$ cat src/rtl/page_prog_seq.sv
module page_prog_seq #(
  parameter int AW      = 14,
  parameter int PAGE    = 32,
  parameter int TWC_CYC = 625000
) (
  input  logic          clk,
  input  logic          rst_n,
  input  logic          byte_vld,
  input  logic          byte_first,
  input  logic [AW-1:0] byte_addr,
  input  logic [7:0]    byte_data,
  input  logic          frm_end,
  input  logic          frm_aligned,
  input  logic          wel,
  output logic [AW-1:0] prot_addr,
  input  logic          prot_hit,
  output logic          mem_we,
  output logic [AW-1:0] mem_addr,
  output logic [7:0]    mem_wdata,
  output logic          busy,
  output logic          wel_clr
);
  localparam int OW = $clog2(PAGE);
  localparam int CW = $clog2(TWC_CYC + 1);

  logic [AW-OW-1:0] page_q;
  logic [OW-1:0]    off_q;
  logic [PAGE-1:0]  mask_q;
  logic [7:0]       pbuf [PAGE];
  logic             armed_q;
  logic             busy_q;
  logic [CW-1:0]    cnt_q;

  logic [OW-1:0] idx;
  logic          in_commit, last, accept;
  logic [OW-1:0] wr_off;

  assign idx       = cnt_q[OW-1:0];
  assign in_commit = busy_q && (cnt_q < CW'(PAGE));
  assign last      = busy_q && (cnt_q == CW'(TWC_CYC - 1));
  assign accept    = frm_end && frm_aligned && armed_q && (|mask_q);
  assign wr_off    = byte_first ? byte_addr[OW-1:0] : off_q;

  assign prot_addr = {page_q, idx};
  assign mem_addr  = {page_q, idx};
  assign mem_wdata = pbuf[idx];
  assign mem_we    = in_commit && mask_q[idx] && !prot_hit;
  assign busy      = busy_q;
  assign wel_clr   = last;

  always_ff @(posedge clk) begin
    if (!rst_n) begin
      page_q  <= '0;
      off_q   <= '0;
      mask_q  <= '0;
      armed_q <= 1'b0;
      busy_q  <= 1'b0;
      cnt_q   <= '0;
    end else if (busy_q) begin
      cnt_q <= cnt_q + 1'b1;
      if (last) begin
        busy_q  <= 1'b0;
        cnt_q   <= '0;
        mask_q  <= '0;
        armed_q <= 1'b0;
      end
    end else if (byte_vld) begin
      off_q <= wr_off + 1'b1;
      if (byte_first) begin
        page_q  <= byte_addr[AW-1:OW];
        armed_q <= wel;
        mask_q  <= PAGE'(1) << byte_addr[OW-1:0];
      end else begin
        mask_q[off_q] <= 1'b1;
      end
    end else if (frm_end) begin
      if (accept) begin
        busy_q <= 1'b1;
        cnt_q  <= '0;
      end else begin
        mask_q  <= '0;
        armed_q <= 1'b0;
      end
    end
  end

  always_ff @(posedge clk) begin
    if (!busy_q && byte_vld) pbuf[wr_off] <= byte_data;
  end

  assert_no_prot_write_R5: assert property (@(posedge clk) disable iff (!rst_n)
    mem_we |-> !prot_hit);

  assert_write_in_busy_R6: assert property (@(posedge clk) disable iff (!rst_n)
    mem_we |-> busy);

  assert_clr_ends_busy_R7: assert property (@(posedge clk) disable iff (!rst_n)
    wel_clr |=> !busy);

  assert_start_aligned_R3: assert property (@(posedge clk) disable iff (!rst_n)
    $rose(busy) |-> $past(frm_end && frm_aligned));

  assert_start_enabled_R4: assert property (@(posedge clk) disable iff (!rst_n)
    $rose(busy) |-> $past(armed_q));

  assert_page_fixed_R1: assert property (@(posedge clk) disable iff (!rst_n)
    (busy && $past(busy)) |-> $stable(mem_addr[AW-1:OW]));

  assert_single_clr_R7: assert property (@(posedge clk) disable iff (!rst_n)
    wel_clr |-> busy);
endmodule

$ cat config.mk
export PLATFORM = sky130hd
export DESIGN_NAME = page_prog_seq
export DESIGN_NICKNAME = d
export VERILOG_FILES = /design/src/rtl/page_prog_seq.sv
export SDC_FILE = /design/constraint.sdc
export NUM_CORES = 1
export LEC_CHECK = 0
export ABC_AREA = 1
export CAP_MARGIN = 20
export CORE_ASPECT_RATIO = 2
export CORE_MARGIN = 2
export CORE_UTILIZATION = 60
export CTS_CLUSTER_DIAMETER = 200
export CTS_CLUSTER_SIZE = 28
export DETAILED_ROUTE_END_ITERATION = 16
export PLACE_DENSITY = 0.75
export SLEW_MARGIN = 0
export SYNTH_ARGS = -nofsm -noshare
export SYNTH_HDL_FRONTEND = slang
export SYNTH_SLANG_ARGS = --single-unit
$ cat constraint.sdc
create_clock -name clk -period 5.45 [get_ports clk]
set_input_delay 1.09 -clock clk [delete_from_list [all_inputs] [get_ports clk]]
set_output_delay 1.09 -clock clk [all_outputs]
set_load 0.05 [all_outputs]
; After elaboration in Yosys (flattened, before gate mapping)
; Memories as Yosys holds them, arrays and structs flattened. A register that Yosys moved wholly into a read port is not among the register bits.
; Index checks and enable logic that the tools add are counted.
[classes]
add_sub_neg = 2
order_cmp = 4
n_eq_ne = 5
shifts = 1
mux = 31
bitwise_logic = 2
n_reduce_logical = 20
[op_table]
columns = operator, count
row1 = two-way mux 32 bit, 6
row2 = two-way mux 20 bit, 5
row3 = OR 32 bit, 1
row4 = OR reduction 32 bit, 1
row5 = "<< shifter 1 x 5 -> 32 bit, first input constant", 1
row6 = "adder 20 x 1 -> 20 bit, second input constant", 1
row7 = "== test 20 bit, second input constant", 1
row8 = "< comparator 20 x 6 -> 1 bit, second input constant", 1
row9 = two-way mux 1 bit, 15
row10 = two-way mux 5 bit, 3
row11 = "< comparator 5 x 6 -> 1 bit, second input constant", 2
row12 = logical AND 1 bit, 9
row13 = AND reduction 3 bit, 3
row14 = "adder 5 x 1 -> 5 bit, second input constant", 1
row15 = binary-select mux 1 bit (select 5 bit), 1
row16 = demux 1 bit (select 5 bit), 1
row17 = ">= comparator 5 x 1 -> 1 bit, second input constant", 1
row18 = AND reduction 4 bit, 1
row19 = nonzero test 2 bit, 2
row20 = "!= test 3 x 1 -> 1 bit, second input constant", 1
row21 = "!= test 3 bit, second input constant", 1
row22 = nonzero test 3 bit, 1
row23 = zero test 1 bit, 2
row24 = "!= test 2 x 1 -> 1 bit, second input constant", 1
row25 = other kinds (3), 3
[word_totals]
regBits = 68
ramBits = 256
in_bits = 30
out_inout_bits = 39
n_memories = 1
[memory_table]
columns = name, words, width, read_ports, rd_ports_with_merged_regs, wr, line
row1 = pbuf, 32, 8, 1, 1, 1, 29  ; logic [7:0] pbuf [PAGE];

; Depth between registers and ports, before layout
[logic_depth]
depth_word = 9
depth_mapped = 12
mapped_depth_nobuf = 11

; Least setup slack after synthesis
; No wires, ideal clock.
[synth_timing]
kind = input to output
from = input prot_hit
to = output mem_we
t_arrival_ps = 2015
required_ps = 4360
slack_ps = 2345
stages = 3
n_path_buf = 0
cell_sequence = nor3_1 nand4_1 nor2_1
[synth_between]
elab_chain_len = 2
[synth_rtl]
columns = item, line
row1 = from (decl), 16  ; input logic prot_hit,
row2 = zero test 1 bit, 47  ; assign mem_we = in_commit && mask_q[idx] && !prot_hit;
row3 = logical AND 1 bit, 47
row4 = to (decl), 17  ; output logic mem_we,
; Every way passes these cells.

==> impl_metrics.env <==
export IMPL_place_congestion=0.981
export IMPL_cts_sinks=329
export IMPL_antenna_found_initial=0
export IMPL_clock_latency_ns=0.54
export IMPL_synth_top_area_share_pct=49.9
export IMPL_utilization_pct=65.0
export IMPL_grt_total_usage_pct=28.3
export IMPL_h_tree_depth=1
export IMPL_grt_max_degree=93
export IMPL_overflow=0
export IMPL_cts_tree="yes"
export IMPL_layout_min_cycle_time_ns=4.49
export IMPL_core_sq_mm=0.0254
export IMPL_relSlewSlack_pct=30.2
export IMPL_cts_hold_buf=0
export IMPL_synth_edf_count=256
export IMPL_synthArstFlopShare_pct=0
export IMPL_synthTopCellsByArea="edfxtp_1, dfxtp_1, nor2_1"
export IMPL_start_util_pct=60.6
export IMPL_worstSetupPathType="reg -> out"
export IMPL_cts_resized=0
export IMPL_setup_violations=0
export IMPL_numCtsBuffers=15
export IMPL_fin_nets=1639
export IMPL_design_area_sq_mm=0.0165
export IMPL_use_met1_pct=36.5
export IMPL_use_met2_pct=49.0
export IMPL_dr_pass1_iters=5
export IMPL_antenna_left=0
export IMPL_placed_cell_area_sq_mm=0.0161
export IMPL_clk_pin_slew_ns=0.11
export IMPL_rows=83
export IMPL_place_hpwl_mm=25.0
export IMPL_worst_pin_slew_ns=1.05
export IMPL_drive_gt1_share_pct=3.92
export IMPL_fin_setup_tns_ns=0
export IMPL_cp_arrival_ns=3.40
export IMPL_use_met3_pct=2.77
export IMPL_grt_pass1_wl_mm=60.8
export IMPL_grt_most_used_layer="met2"
export IMPL_die_x_um=117
export IMPL_n_antenna_cell=0
export IMPL_cts_setup_buffers=0
export IMPL_synth_most_common_cell="edfxtp_1"
export IMPL_ys_types=36
export IMPL_power_per_cell_area_mw_per_mm2=268
export IMPL_irDropWorstVdd_uv=358
export IMPL_syn_inst=1616
export IMPL_wl_mm=38.2
export IMPL_skew_ns=0.0247
export IMPL_vias_per_cell=6.08
export IMPL_cap_violations=0
export IMPL_grt_pass1_vias=11500
export IMPL_root_buffer="clkbuf_16"
export IMPL_synth_common_cells="edfxtp_1, nor2_1, nand2_1, inv_1, nand3_1"
export IMPL_cts_path_max_buffers=3
export IMPL_finalPower_mw=4.43
export IMPL_syn_area_sq_mm=0.0154
export IMPL_drc=0
export IMPL_ys_warnings_count=0
export IMPL_drv_slew=0
export IMPL_dp_cells=1927
export IMPL_fmaxAchievable_mhz=223
export IMPL_port_buffer_count=68
export IMPL_area_growth_pct=7.25
export IMPL_min_path_type="reg -> reg"
export IMPL_synth_top_area_cell="edfxtp_1"
export IMPL_dieHeight_um=231
export IMPL_rsz0062_at_grt="no"
export IMPL_ys_ff_latch=329
export IMPL_cp_start_kind="flop"
export IMPL_reg2regPathDepth=12
export IMPL_whs_path_depth=2
export IMPL_end_kind="primary output"
export IMPL_yosysSeqAreaShare_pct=59.4
export IMPL_syn_area_per_cell_sq_um=9.54
export IMPL_timing_final_crit_share_pct=82.4
export IMPL_wire_per_inst_um=19.6
export IMPL_worstPathMaxFanout=92
export IMPL_io_pins=69
export IMPL_die_area_sq_mm=0.0271
export IMPL_vias=11800
export IMPL_ys_dominant_reg_cell="edfxtp_1"
export IMPL_final_cell_count_no_fill=1947
export IMPL_run_status="complete, no violations"
export IMPL_worstPathRequired_ns=4.36
export IMPL_cellLeakagePower_nw=5.95
export IMPL_synth_nets=1651
export IMPL_drtIter0Drc=1171
export IMPL_hold_viol=0
-- worst max-delay path, cell delays in order (launching register included) --
cell and delay [ns]:
dfxtp_2 0.71, buf_12 0.34, o21ai_0 0.15, o221ai_1 0.29, nand3_1 0.16, nand2_1 0.11
nand2_1 0.12, nand2_1 0.10, clkdlybuf4s50_1 0.81
-- metrics by stage --
| step | setup WS, ns | hold WS, ns |
|---|---|---|
| CTS | 0.996 | 0.500 |
| global placement | 1.34 | 0.471 |
| finish | 0.960 | 0.492 |
| detailed placement | 1.27 | 0.484 |
| floorplan | 2.35 | 0.466 |
| global route | 0.813 | 0.525 |
-- where the power goes --
part           internal, mW  leakage (nW)  switching [mW]
Clock                 0.516         0.197           0.750
Combinational         0.118          2.85           0.284
Sequential             2.74          2.90          0.0210
-- layer usage --
metal / part of all wire, % / vias to the layer above
met5: 0 / -
met4: 3.7 / 0
met3: 6.8 / 93
met2: 50 / 535
met1: 39 / 5634
li1: - / 5567
-- cell usage in the layout, fill, tap and decap left out, types with 19 or more instances in the layout --
cell	instances
nand4_1	55
nand3_1	107
o221ai_1	65
edfxtp_1	256
nand2_1	249
inv_1	128
a21oi_1	74
nor2_1	254
buf_4	19
o21bai_1	64
o21ai_0	106
clkdlybuf4s50_1	68
dfxtp_1	71
-- cell families after synthesis --
family                     Yosys count  synth area share, %
and+or+nand+nor                    693                 19.3
xor gates and xnor gates             4                0.227
DFF                                329                 59.4
adders and majority gates            5                0.406
AOI/OAI and AO/OA                  329                 13.5
buffers and inverters              256                 7.28
-- layout make-up --
class	count	area [sq um]
inverter	136	512
fill	2007	8910
clock buffer	18	387
multi-input combinational	1031	5140
sequential	329	9150
clock inverter	2	17.5
tap	340	425
timing repair buffer	91	893
-- registers in the layout, indices dropped and copies added, names as in the netlist, named ones only --
signal,count
busy,1
cnt_q,20
off_q,5
mask_q,32
pbuf,256
page_q,9
armed_q,1
-- final timing paths --
| path | from | to | slack (ns) |
|---|---|---|---|
| min | page_q[0] | page_q[0] | 0.49 |
| max | flop | mem_wdata[1] | 0.96 |
| min reg2reg | page_q[0] | page_q[0] | 0.49 |
| max reg2reg | cnt_q[0] | mask_q[15] | 2.68 |
Power figures use the tool's default switching activity.
